===== config.mk =====
export PLATFORM = sky130hd
export DESIGN_NAME = usbOutFifo
export DESIGN_NICKNAME = d
export VERILOG_FILES = /design/src/rtl/usbOutPkg.sv /design/src/rtl/outFifoData.sv /design/src/rtl/outFifoCtrl.sv /design/src/rtl/usbOutFifo.sv
export SDC_FILE = /design/constraint.sdc
export NUM_CORES = 1
export LEC_CHECK = 0
export BUFFER_PORTS_ARGS = -buffer_cell sky130_fd_sc_hd__buf_4
export CAP_MARGIN = 15
export CORE_AREA = 3 3 204 206
export DETAILED_ROUTE_END_ITERATION = 6
export DIE_AREA = 0 0 207 209
export GPL_ROUTABILITY_DRIVEN = 0
export PLACE_DENSITY = 0.85
export SYNTH_ARGS = -nofsm -noshare
export SYNTH_HDL_FRONTEND = slang
export SYNTH_SLANG_ARGS = --single-unit
export TNS_END_PERCENT = 10

===== constraint.sdc =====
create_clock -name clk -period 6 [get_ports clk]
set_clock_uncertainty 0.2 [all_clocks]
set_input_delay 0.9 -clock clk [delete_from_list [all_inputs] [get_ports clk]]
set_output_delay 0.9 -clock clk [all_outputs]
set_load 0.02 [all_outputs]

===== src/rtl/usbOutPkg.sv =====
package usbOutPkg;
  typedef struct packed {
    logic wrByte;
    logic commit;
    logic rollback;
    logic rdByte;
    logic pop;
  } fifoStrobe_t;
endpackage


===== src/rtl/outFifoData.sv =====
module outFifoData
  import usbOutPkg::*;
#(
  parameter int DEPTH = 64,
  localparam int AW = $clog2(DEPTH),
  localparam int LW = AW + 1
) (
  input  logic          clk,
  input  logic          rstN,
  input  fifoStrobe_t   st,
  input  logic [7:0]    wrData,
  input  logic [LW-1:0] popLen,
  output logic [7:0]    rdData
);
  logic [7:0]    mem [DEPTH];
  logic [AW-1:0] wrPtr, wrStart, rdBase, rdOfs;

  // storage carries no reset
  always_ff @(posedge clk) begin
    if (st.wrByte) mem[wrPtr] <= wrData;
  end

  always_ff @(posedge clk) begin
    if (!rstN) begin
      wrPtr   <= '0;
      wrStart <= '0;
      rdBase  <= '0;
      rdOfs   <= '0;
    end else begin
      if (st.rollback)    wrPtr <= wrStart;
      else if (st.wrByte) wrPtr <= wrPtr + AW'(1);
      if (st.commit)      wrStart <= wrPtr;
      // a release jumps past the whole packet, whatever was read of it
      if (st.pop) begin
        rdBase <= rdBase + popLen[AW-1:0];
        rdOfs  <= '0;
      end else if (st.rdByte) begin
        rdOfs <= rdOfs + AW'(1);
      end
    end
  end

  assign rdData = mem[rdBase + rdOfs];
endmodule


===== src/rtl/outFifoCtrl.sv =====
module outFifoCtrl
  import usbOutPkg::*;
#(
  parameter int DEPTH = 64,
  localparam int AW = $clog2(DEPTH),
  localparam int LW = AW + 1,
  localparam int SLOTS = 2
) (
  input  logic          clk,
  input  logic          rstN,
  input  logic          ctrlStyle,
  input  logic          rxValid,
  input  logic          rxGood,
  input  logic          rxBad,
  input  logic          rdEn,
  input  logic          csrWrEn,
  input  logic          csrAddr,
  input  logic [7:0]    csrWrData,
  output fifoStrobe_t   st,
  output logic [LW-1:0] popLen,
  output logic [LW-1:0] maxPkt,
  output logic          pktRdy,
  output logic          rxFull,
  output logic [7:0]    csrRdData
);
  logic [LW-1:0] maxPktQ, curLen, rdCnt;
  logic [LW-1:0] lenQ [SLOTS];
  logic [1:0]    pktCnt, capCnt;
  logic          autoClrQ, statWr, manualClr, servClr, flushReq, autoPop;

  assign capCnt = (maxPktQ <= LW'(DEPTH / 2)) ? 2'd2 : 2'd1;
  assign rxFull = pktCnt >= capCnt;
  assign pktRdy = pktCnt != 2'd0;
  assign maxPkt = maxPktQ;
  assign popLen = lenQ[0];

  assign statWr    = csrWrEn && !csrAddr;
  assign manualClr = statWr && !ctrlStyle && !csrWrData[0];
  assign servClr   = statWr && ctrlStyle && csrWrData[6];
  assign flushReq  = statWr && csrWrData[4];

  always_comb begin
    st          = '0;
    st.rollback = rxBad;
    st.commit   = rxGood && !rxBad && !rxFull;
    st.wrByte   = rxValid && !rxGood && !rxBad && !rxFull && (curLen < maxPktQ);
    st.rdByte   = rdEn && pktRdy && (rdCnt < lenQ[0]);
    autoPop     = st.rdByte && autoClrQ && !ctrlStyle && ((rdCnt + LW'(1)) == maxPktQ);
    st.pop      = pktRdy && (manualClr || servClr || flushReq || autoPop);
  end

  always_ff @(posedge clk) begin
    if (!rstN) begin
      maxPktQ  <= LW'(DEPTH);
      autoClrQ <= 1'b0;
      curLen   <= '0;
      rdCnt    <= '0;
      pktCnt   <= '0;
      for (int i = 0; i < SLOTS; i++) lenQ[i] <= '0;
    end else begin
      if (statWr)              autoClrQ <= csrWrData[7];
      if (csrWrEn && csrAddr)  maxPktQ  <= LW'(csrWrData);

      if (st.rollback || st.commit) curLen <= '0;
      else if (st.wrByte)           curLen <= curLen + LW'(1);

      if (st.pop)         rdCnt <= '0;
      else if (st.rdByte) rdCnt <= rdCnt + LW'(1);

      // commit with pop happens only with one packet held in two-slot mode
      if (st.commit && st.pop) begin
        lenQ[0] <= curLen;
      end else if (st.commit) begin
        lenQ[pktCnt[0]] <= curLen;
        pktCnt <= pktCnt + 2'd1;
      end else if (st.pop) begin
        lenQ[0] <= lenQ[1];
        pktCnt <= pktCnt - 2'd1;
      end
    end
  end

  assign csrRdData = csrAddr ? 8'(maxPktQ) : {autoClrQ, 6'b0, pktRdy};
endmodule


===== src/rtl/usbOutFifo.sv =====
module usbOutFifo
  import usbOutPkg::*;
#(
  parameter int DEPTH = 64,
  localparam int AW = $clog2(DEPTH),
  localparam int LW = AW + 1
) (
  input  logic       clk,
  input  logic       rstN,
  input  logic       ctrlStyle,
  input  logic       rxValid,
  input  logic [7:0] rxData,
  input  logic       rxGood,
  input  logic       rxBad,
  output logic       rxFull,
  input  logic       rdEn,
  output logic [7:0] rdData,
  output logic       pktRdy,
  input  logic       csrWrEn,
  input  logic       csrAddr,
  input  logic [7:0] csrWrData,
  output logic [7:0] csrRdData
);
  fifoStrobe_t   st;
  logic [LW-1:0] popLen;
  logic [LW-1:0] maxPkt;

  outFifoCtrl #(.DEPTH(DEPTH)) u_ctrl (
    .clk(clk), .rstN(rstN), .ctrlStyle(ctrlStyle),
    .rxValid(rxValid), .rxGood(rxGood), .rxBad(rxBad), .rdEn(rdEn),
    .csrWrEn(csrWrEn), .csrAddr(csrAddr), .csrWrData(csrWrData),
    .st(st), .popLen(popLen), .maxPkt(maxPkt), .pktRdy(pktRdy),
    .rxFull(rxFull), .csrRdData(csrRdData)
  );

  outFifoData #(.DEPTH(DEPTH)) u_data (
    .clk(clk), .rstN(rstN), .st(st), .wrData(rxData),
    .popLen(popLen), .rdData(rdData)
  );
endmodule


==> impl_metrics.tcl <==
set metrics [dict create \
    synthFlopType "edfxtp_1" \
    pwr-share-seq_pct 45.9 \
    port_buffers 42 \
    async_flop_share_pct 0 \
    synth_cells 1392 \
    synth.top_cell.area_share_pct 66.0 \
    ys_seq_area_share_pct 70.0 \
    antenna_found_initial 0 \
    min_period_ps 5460 \
    rr_endpoint "u_data.mem[19][7]$_DFFE_PP_" \
    first_iter_violations 1622 \
    yosysWarnings 0 \
    cts_resized 0 \
    hold_path_class "reg2reg" \
    finalSetupViolCount 0 \
    worstSetupPathType "reg2out" \
    syn_area_sq_um 23900 \
    irDropWorstVdd_mv 0.264 \
    vias 13400 \
    coreArea_sq_um 39800 \
    end_kind "primary output" \
    vias_per_cell 6.72 \
    p_comb_share_pct 14.7 \
    p_leak_nw 8.55 \
    rr_startpoint "u_ctrl.maxPkt[2]$_SDFFE_PN0P_" \
    drt_wl_total_microns 55800 \
    maxCapViolations 0 \
    regArea_sq_um 16800 \
    grt_max_degree 65 \
    area_delta_synth_final_pct 11.6 \
    period_share_pct 91.0 \
    r2r_cells 11 \
    drive_gt1_share_pct 20.7 \
    cts_root_buffer "clkbuf_16" \
    die_width_microns 207 \
    synth_area_leader_cell "edfxtp_1" \
    p_int_mw 7.37 \
    crit_path_start_kind "flip-flop" \
    p_sw_share_pct 23.7 \
    grt_setup_unrepaired "no" \
    cp.required_ps 4900 \
    synth.most_common_cell "edfxtp_1" \
    multi_input_area_sq_um 6710 \
    ys_seq_elements 574 \
    first_pass_iters 6 \
    path_max_fanout 30 \
    synth_area_leaders "edfxtp_1 (66%), mux4_2 (11%), dfxtp_1 (4.0%)" \
    rrSetupSlack_ps 1320 \
    die_area_sq_um 43300 \
    die_y_microns 209 \
    switching_power_mw 2.29 \
    clk_latency_ps 610 \
    fill_cells 2479 \
    ios 43 \
    slew_headroom_pct 27.7 \
    worstMarginPinSlew_ps 1080 \
    overflow 0 \
    yosysUniqueCellTypes 73 \
    drcViolationCount 0 \
    hold_violations 0 \
    cts-hold-fix-buffers 0 \
    wl_per_cell_microns 27.9 \
    fin_util_pct 67.0 \
    clkSinkCount 574 \
    cts_buffers 56 \
    ant_nets 0 \
    whs_endpoint "u_data.wrStart[0]$_SDFFE_PN0P_" \
    cts.htree.levels 2 \
    synth_common_cells "edfxtp_1 (526), mux4_2 (119), nor2_1 (110), nand2_1 (84), dfxtp_1 (48)" \
    start_util_pct 60.1 \
    syn_area_per_cell_sq_um 17.2 \
    hp-start "u_data.wrStart[0]$_SDFFE_PN0P_" \
    worstHoldPathCells 2 \
    nets 1484 \
    synth_fp_nets 1450 \
    synth_edf_count 526 \
    p_per_area_nw_per_um2 362 \
    grt_pass1_wl_microns 84200 \
    final_max_slew_viol_count 0 \
    tns_ps 0 \
    clk_path_buf_depth 3 \
    postCtsSetupBuffers 0 \
    clk_pin_slew_ps 60 \
    fmax_mhz 183 \
    status "finished clean" \
    n_antenna_cell 0 \
    grt_usage_pct 25.7 \
    critical_path_arrival_ps 4360 \
    p_clk_share_pct 39.4 \
    cts_tree "yes" \
    dp_hpwl_microns 32300 \
    first_global_vias 13500 \
    rows 73 \
]
-- per-stage QoR --
stage | std cells | worst slack (ps) | total power [mW] | hold WS, ps | cell area (sq um)
global placement | 1893 | 1340 | 5.87 | 267 | 24700
CTS | 1997 | 561 | 9.68 | 298 | 26700
detailed placement | 1893 | 1290 | 5.92 | 283 | 24700
finish | 1997 | 538 | 9.66 | 296 | 26700
global route | 1997 | 427 | 9.92 | 314 | 26700
floorplan | 1392 | 1910 | 5.51 | 251 | 23900
-- metal layers --
| layer | wire, microns | global-route usage (%) |
|---|---|---|
| met5 | 0 | 0 |
| met4 | 2340 | 10.9 |
| met3 | 5300 | 4.92 |
| met2 | 27700 | 42.6 |
| met1 | 20400 | 34.0 |
-- critical path, cell delays in order (launching register included) --
cell	delay [ps]
dfxtp_1	360
ha_4	200
fa_4	490
xor2_4	880
buf_4	390
mux2i_1	130
a221oi_1	370
a211oi_1	180
nor4_1	490
buf_4	240
-- registers in the layout, indices dropped and copies added (netlist names) --
name	count
u_data.mem	512
u_ctrl.lenQ	14
u_ctrl.curLen	7
u_ctrl.maxPkt	7
u_ctrl.rdCnt	7
u_data.rdBase	6
u_data.rdOfs	6
u_data.wrPtr	6
u_data.wrStart	6
u_ctrl.pktCnt	2
u_ctrl.autoClrQ	1
-- worst max path at each step --
stage,slack [ps],to,cells past startpoint,startpoint
after floorplan,1910,rdData[0],9,u_data.rdOfs[0]$_SDFFE_PP0N_
after global placement,1340,rdData[6],10,u_data.rdOfs[0]$_SDFFE_PP0N_
after detailed placement,1290,rdData[6],10,u_data.rdOfs[0]$_SDFFE_PP0N_
after CTS,560,rdData[6],10,u_data.rdOfs[0]$_SDFFE_PP0N_
after global routing,430,rdData[1],9,u_data.rdOfs[0]$_SDFFE_PP0N_
final,540,rdData[1],9,u_data.rdOfs[0]$_SDFFE_PP0N_
-- placed cells by master, fill, tap and decap left out, types with 8 or more instances in the layout --
cell type	count
and2_1	15
mux4_2	119
clkbuf_1	9
nor4_1	9
nand2b_1	9
a32oi_1	9
ha_1	30
bufinv_16	14
mux2i_1	44
edfxtp_1	526
nand3_1	33
nand4_1	13
a211oi_1	11
o21ai_0	17
inv_1	29
clkbuf_16	56
xnor2_1	15
clkinv_2	8
mux2_2	24
nor3_1	14
xor2_1	13
buf_4	51
nor2_1	110
a21oi_1	31
nand2_1	84
clkinv_1	12
dfxtp_1	48
-- cell families (layout without fill, tap and decap cells) --
| group | after synthesis | count (layout) | synth area share [%] |
|---|---|---|---|
| fa+ha+maj | 33 | 33 | 1.79 |
| flops | 574 | 574 | 70.0 |
| buf+inv | 109 | 189 | 2.10 |
| xor+xnor | 32 | 32 | 1.27 |
| mux | 187 | 187 | 14.2 |
| compound gates | 122 | 122 | 3.73 |
| simple gates | 335 | 335 | 6.90 |
-- power groups by stage --
stage | clock [mW] | combinational [mW] | sequential (mW)
after CTS | 3.83 | 1.43 | 4.43
final | 3.81 | 1.42 | 4.43
after global routing | 3.98 | 1.50 | 4.43
after detailed placement | 0 | 1.40 | 4.51
after floorplan | 0 | 1.02 | 4.50
after global placement | 0 | 1.36 | 4.51
-- layout make-up --
class	instances	area share, %
Clock buffer	66	5.43
Clock inverter	38	2.07
Inverter	30	0.422
Multi-Input combinational cell	709	25.1
Sequential cell	574	62.8
Tap cell	525	2.46
Timing Repair Buffer	55	1.73
No activity file was read; power rests on OpenSTA's default activity.
